==> config.mk <==
export PLATFORM = sky130hd
export DESIGN_NAME = tmr_sync_out
export DESIGN_NICKNAME = d
export VERILOG_FILES = /design/src/rtl/tso_pkg.sv /design/src/rtl/tso_trig_in.sv /design/src/rtl/tso_cnt_core.sv /design/src/rtl/tso_trgo_mux.sv /design/src/rtl/tmr_sync_out.sv
export SDC_FILE = /design/constraint.sdc
export NUM_CORES = 1
export LEC_CHECK = 0
export BUFFER_PORTS_ARGS = -buffer_cell sky130_fd_sc_hd__buf_4
export CAP_MARGIN = 5
export CORE_UTILIZATION = 46
export CTS_BUF_LIST = sky130_fd_sc_hd__clkbuf_16
export DETAILED_ROUTE_END_ITERATION = 8
export PLACE_DENSITY_LB_ADDON = 0.3
export SKIP_CTS_REPAIR_TIMING = 1
export SYNTH_ARGS = -nofsm -noshare
export SYNTH_HDL_FRONTEND = slang
export SYNTH_HIERARCHICAL = 1
export SYNTH_SLANG_ARGS = --single-unit
==> constraint.sdc <==
create_clock -name clk_i -period 2.4 [get_ports clk_i]
set_input_delay 0.48 -clock clk_i [delete_from_list [all_inputs] [get_ports clk_i]]
set_output_delay 0.48 -clock clk_i [all_outputs]
set_load 0.005 [all_outputs]
==> src/rtl/tso_pkg.sv <==
package tso_pkg;
  localparam int unsigned N_CH  = 4;
  localparam int unsigned SEL_W = 3;
  localparam int unsigned IDX_W = $clog2(N_CH);

  typedef enum logic [SEL_W-1:0] {
    TRG_RESTART = 3'd0,
    TRG_ENABLE  = 3'd1,
    TRG_UPDATE  = 3'd2,
    TRG_PULSE   = 3'd3,
    TRG_REF1    = 3'd4,
    TRG_REF2    = 3'd5,
    TRG_REF3    = 3'd6,
    TRG_REF4    = 3'd7
  } trg_sel_e;

  typedef enum logic [1:0] {
    SLV_NONE  = 2'd0,
    SLV_GATED = 2'd1,
    SLV_RESET = 2'd2,
    SLV_RSVD  = 2'd3
  } slv_mode_e;
endpackage

==> src/rtl/tso_trig_in.sv <==
module tso_trig_in #(
  parameter int unsigned SYNC_STAGES = 2
) (
  input  logic clk_i,
  input  logic rst_ni,
  input  logic ext_trig_i,
  input  logic pol_i,
  input  logic align_i,
  output logic early_o,
  output logic eff_o,
  output logic rise_o
);
  logic [SYNC_STAGES-1:0] sync_q;
  logic dly_q, prev_q;

  always_ff @(posedge clk_i or negedge rst_ni) begin
    if (!rst_ni) begin
      sync_q <= '0;
      dly_q  <= 1'b0;
      prev_q <= 1'b0;
    end else begin
      sync_q <= {sync_q[SYNC_STAGES-2:0], ext_trig_i ^ pol_i};
      dly_q  <= sync_q[SYNC_STAGES-1];
      prev_q <= eff_o;
    end
  end

  assign early_o = sync_q[SYNC_STAGES-1];
  // alignment holds the internal copy back one cycle
  assign eff_o   = align_i ? dly_q : early_o;
  assign rise_o  = eff_o & ~prev_q;
endmodule

==> src/rtl/tso_cnt_core.sv <==
module tso_cnt_core #(
  parameter int unsigned CNT_W = 16,
  parameter int unsigned N_CH  = 4
) (
  input  logic                       clk_i,
  input  logic                       rst_ni,
  input  logic                       en_i,
  input  logic                       clr_i,
  input  logic [CNT_W-1:0]           arr_i,
  input  logic [N_CH-1:0][CNT_W-1:0] cmp_i,
  output logic [CNT_W-1:0]           cnt_o,
  output logic                       ovf_o,
  output logic                       hit1_o,
  output logic [N_CH-1:0]            refs_o
);
  logic [CNT_W-1:0] cnt_q;

  always_ff @(posedge clk_i or negedge rst_ni) begin
    if (!rst_ni)    cnt_q <= '0;
    else if (clr_i) cnt_q <= '0;
    else if (en_i)  cnt_q <= (cnt_q == arr_i) ? '0 : cnt_q + 1'b1;
  end

  assign cnt_o  = cnt_q;
  assign ovf_o  = en_i & (cnt_q == arr_i);
  assign hit1_o = en_i & (cnt_q == cmp_i[0]);

  for (genvar k = 0; k < N_CH; k++) begin : g_ref
    assign refs_o[k] = cnt_q < cmp_i[k];
  end
endmodule

==> src/rtl/tso_trgo_mux.sv <==
module tso_trgo_mux
  import tso_pkg::*;
(
  input  logic             clk_i,
  input  logic             rst_ni,
  input  trg_sel_e         sel_i,
  input  logic             restart_i,
  input  logic             enable_i,
  input  logic             update_i,
  input  logic             pulse_i,
  input  logic [N_CH-1:0]  refs_i,
  output logic             trig_o
);
  logic src;

  always_comb begin
    unique case (sel_i)
      TRG_RESTART: src = restart_i;
      TRG_ENABLE:  src = enable_i;
      TRG_UPDATE:  src = update_i;
      TRG_PULSE:   src = pulse_i;
      default:     src = refs_i[sel_i[IDX_W-1:0]];
    endcase
  end

  always_ff @(posedge clk_i or negedge rst_ni) begin
    if (!rst_ni) trig_o <= 1'b0;
    else         trig_o <= src;
  end
endmodule

==> src/rtl/tmr_sync_out.sv <==
module tmr_sync_out
  import tso_pkg::*;
#(
  parameter int unsigned CNT_W       = 16,
  parameter int unsigned SYNC_STAGES = 2
) (
  input  logic                       clk_i,
  input  logic                       rst_ni,
  input  logic                       sw_en_i,
  input  logic                       sw_ug_i,
  input  logic [CNT_W-1:0]           arr_i,
  input  logic [N_CH-1:0][CNT_W-1:0] cmp_i,
  input  logic [SEL_W-1:0]           mst_sel_i,
  input  logic [1:0]                 slv_mode_i,
  input  logic                       ext_pol_i,
  input  logic                       align_i,
  input  logic                       ext_trig_i,
  output logic                       trig_o,
  output logic [CNT_W-1:0]           cnt_o
);
  logic trg_early, trg_eff, trg_rise;
  logic gated, rst_mode;
  logic cnt_en, en_early, en_src, ug_evt;
  logic ovf, hit1;
  logic [N_CH-1:0] refs;
  logic [CNT_W-1:0] cnt;

  tso_trig_in #(.SYNC_STAGES(SYNC_STAGES)) u_trig_in (
    .clk_i, .rst_ni,
    .ext_trig_i,
    .pol_i   (ext_pol_i),
    .align_i,
    .early_o (trg_early),
    .eff_o   (trg_eff),
    .rise_o  (trg_rise)
  );

  assign gated    = slv_mode_e'(slv_mode_i) == SLV_GATED;
  assign rst_mode = slv_mode_e'(slv_mode_i) == SLV_RESET;
  assign cnt_en   = sw_en_i | (gated & trg_eff);
  assign en_early = sw_en_i | (gated & trg_early);
  // aligned: report the enable before the internal delay
  assign en_src   = align_i ? en_early : cnt_en;
  assign ug_evt   = sw_ug_i | (rst_mode & trg_rise);

  tso_cnt_core #(.CNT_W(CNT_W), .N_CH(N_CH)) u_cnt (
    .clk_i, .rst_ni,
    .en_i   (cnt_en),
    .clr_i  (ug_evt),
    .arr_i,
    .cmp_i,
    .cnt_o  (cnt),
    .ovf_o  (ovf),
    .hit1_o (hit1),
    .refs_o (refs)
  );

  tso_trgo_mux u_mux (
    .clk_i, .rst_ni,
    .sel_i     (trg_sel_e'(mst_sel_i)),
    .restart_i (ug_evt),
    .enable_i  (en_src),
    .update_i  (ovf | ug_evt),
    .pulse_i   (hit1),
    .refs_i    (refs),
    .trig_o
  );

  assign cnt_o = cnt;
endmodule

==> out/qor.yml <==
run_status:
  status: "complete, no violations"
worst_setup_path:
  slowest_delay_ps: 520
  required_ps: 2540
  reg2reg_slack_ps: 70
  worstSetupEndpointType: "register"
  setup.worst_path.class: "reg2reg"
  path_cells: "xnor2_1, nand4_1, nor4_2, and2_2, a311o_1, mux4_1, mux2_2"
  r2r-start: "u_cnt/cnt_o[13]"
  crit_buf_inv: 0
  arrival_ps: 2470
  crit_family: "multiplexers"
  r2r-end: "u_mux/trig_o"
  startpoint: "u_cnt/cnt_o[13]"
  crit_path_start_kind: "register"
  crit_slowest_cell: "dfrtp_1"
  worst-r2r-cell-count: 7
  cp_max_fo: 9
run:
  maxCapViolCount: 0
logic_synthesis:
  ys_seq_area_share_pct: 17.3
  synthesis.area_sq_um: 3030
  synth_top_area_cell: "ha_1"
  synth_seq_cells: 21
  avgSynthCellArea_sq_um: 8.64
  ys_async_sr_fraction_pct: 100
  ys_types: 53
  synth_top_area_share_pct: 25.6
  syn_nets: 505
  ys_top_cells_by_area: "ha_1 (26%), dfrtp_1 (17%), inv_1 (8.3%)"
  ys_warn_count: 6
  synthCells: 351
  synth_edf_count: 0
  synth_ff_type: "dfrtp_1"
floorplan:
  dieArea_sq_um: 6920
  core_area_sq_um: 6350
  start_util_pct: 47.7
  rows: 29
  die_w_um: 83.2
  chipHeight_um: 83.2
  pin_count: 109
sta:
  hold_viol: 0
  period_share_pct: 97.1
  finalMaxSlewViolations: 0
  max_slew_margin_pct: 74.4
  setup-tns-final_ps: 0
  setup_violations: 0
  fin_crit_ps: 2330
  rsz0062_at_grt: "false"
  finalClockSkew_ps: 2.94
  clock.fmax_mhz: 429
  tightestPinTransition_ps: 384
drt:
  routed_via_density: 5.43
  ant_nets: 0
  finalWirelength_um: 8240
  vias: 3059
  drt_iter0_markers: 198
  drc_errors: 0
  wire_per_inst_um: 14.6
  drt_first_pass_iters: 4
clocking:
  cts_tree: "built"
  clk_pin_slew_ps: 60
  clk-insertion-delay-late_ps: 250
  cts_buffer_depth: 2
  clockRootBuffer: "clkbuf_16"
  cts_num_sinks: 21
  htree_levels: 1
  numCtsBuffers: 3
place:
  portBuffers: 108
  hpwl_um: 6780
  gp_congestion: 0.868
global_route:
  grt_use_total_pct: 24.6
  antenna_found_initial: 0
  grt_max_degree: 22
  grt_pass1_vias: 3161
  grt_pass1_wl_um: 14000
  grt.overflow.total: 0
cells_and_area:
  fillCellCount: 546
  layout_common_cells: "buf_4 (136), inv_1 (68), ha_1 (62), a21o_1 (25), a21oi_1 (23)"
  mostFrequentLayoutCell: "buf_4"
  antenna_cells: 0
  post_route_cells_drive_above_1_share_pct: 35.0
  postLayoutCoreUtil_pct: 65.9
  nets: 641
  area_growth_pct: 37.9
power:
  cellLeakagePower_nw: 2.53
  ir_drop_v: 0.000303
  p_per_area_nw_per_um2: 261
worst_hold_path:
  min_path_type: "in2async"
==> registers in the layout (all words and copies together) (netlist names) <==
| register | flops |
|---|---|
| u_trig_in/prev_q | 1 |
| u_trig_in/sync_q | 2 |
| u_mux/trig_o | 1 |
| u_cnt/cnt_o | 16 |
| u_trig_in/dly_q | 1 |
==> synth_stat cells, types with 4 or more instances <==
library cell and n:
inv_1 67, dfrtp_1 21, nand4_1 16, a21o_1 25
ha_1 62, o21ai_0 5, a21oi_1 23, nand3_1 7
nand2_1 7, nor3_1 5, a31o_2 4, xnor2_1 15
o31ai_1 12, nor2b_1 4, a22o_1 8, nor2_1 15
or3_1 4
==> power by group <==
part	total [mW]	leakage [nW]	internal (mW)	switching, mW
clock	0.344	0.0423	0.222	0.122
combinational	0.364	2.22	0.215	0.149
sequential	0.382	0.268	0.367	0.0150
==> layer usage <==
| metal | track usage (%) | vias to the layer above | wire length, um |
|---|---|---|---|
| met5 | 0 | - | 0 |
| met4 | 6.74 | 0 | 189 |
| met3 | 4.08 | 16 | 543 |
| met2 | 44.9 | 125 | 3960 |
| met1 | 29.6 | 1385 | 3550 |
| li1 | - | 1533 | - |
==> layout make-up <==
class | count | area (sq um) | area share (%)
multi-input cells | 257 | 2190 | 52.5
clock buffers | 3 | 75.1 | 1.80
clock inverters | 1 | 3.75 | 0.0898
repair buffers | 137 | 1030 | 24.5
inverters | 67 | 251 | 6.01
flip-flops and latches | 21 | 534 | 12.8
well taps | 77 | 96.3 | 2.30
==> through the flow <==
step	cells	hold slack, ps	worst slack, ps	area (sq um)	power (mW)
finish	563	106	68.9	4180	1.09
global route	563	128	4.79	4180	1.16
CTS	560	111	-18.8	4140	1.09
detailed placement	556	341	-102	4060	0.743
global placement	556	332	-65.7	4060	0.732
floorplan	351	184	45.4	3030	0.556
==> logic make-up (layout without fill, tap and decap cells) <==
family	count (synthesis)	after routing	synth area share, %
buffers and inverters	73	208	10.8
adder cells (fa/ha/maj)	62	62	25.6
flip-flops	21	21	17.3
XOR/XNOR	17	17	5.16
AND/OR/NAND/NOR	85	85	17.7
multiplexers	7	7	3.67
AO/OA/AOI/OAI	86	86	19.8
==> how the worst max path moves through the flow <==
| stage | to | slack, ps | depth (start not counted) |
|---|---|---|---|
| global placement | u_mux/trig_o | -70 | 7 |
| global route | u_mux/trig_o | 5 | 9 |
| detailed placement | u_mux/trig_o | -100 | 7 |
| CTS | u_mux/trig_o | -20 | 8 |
| floorplan | u_mux/trig_o | 50 | 9 |
| finish | u_mux/trig_o | 70 | 7 |
No activity file was read; power rests on OpenSTA's default activity.
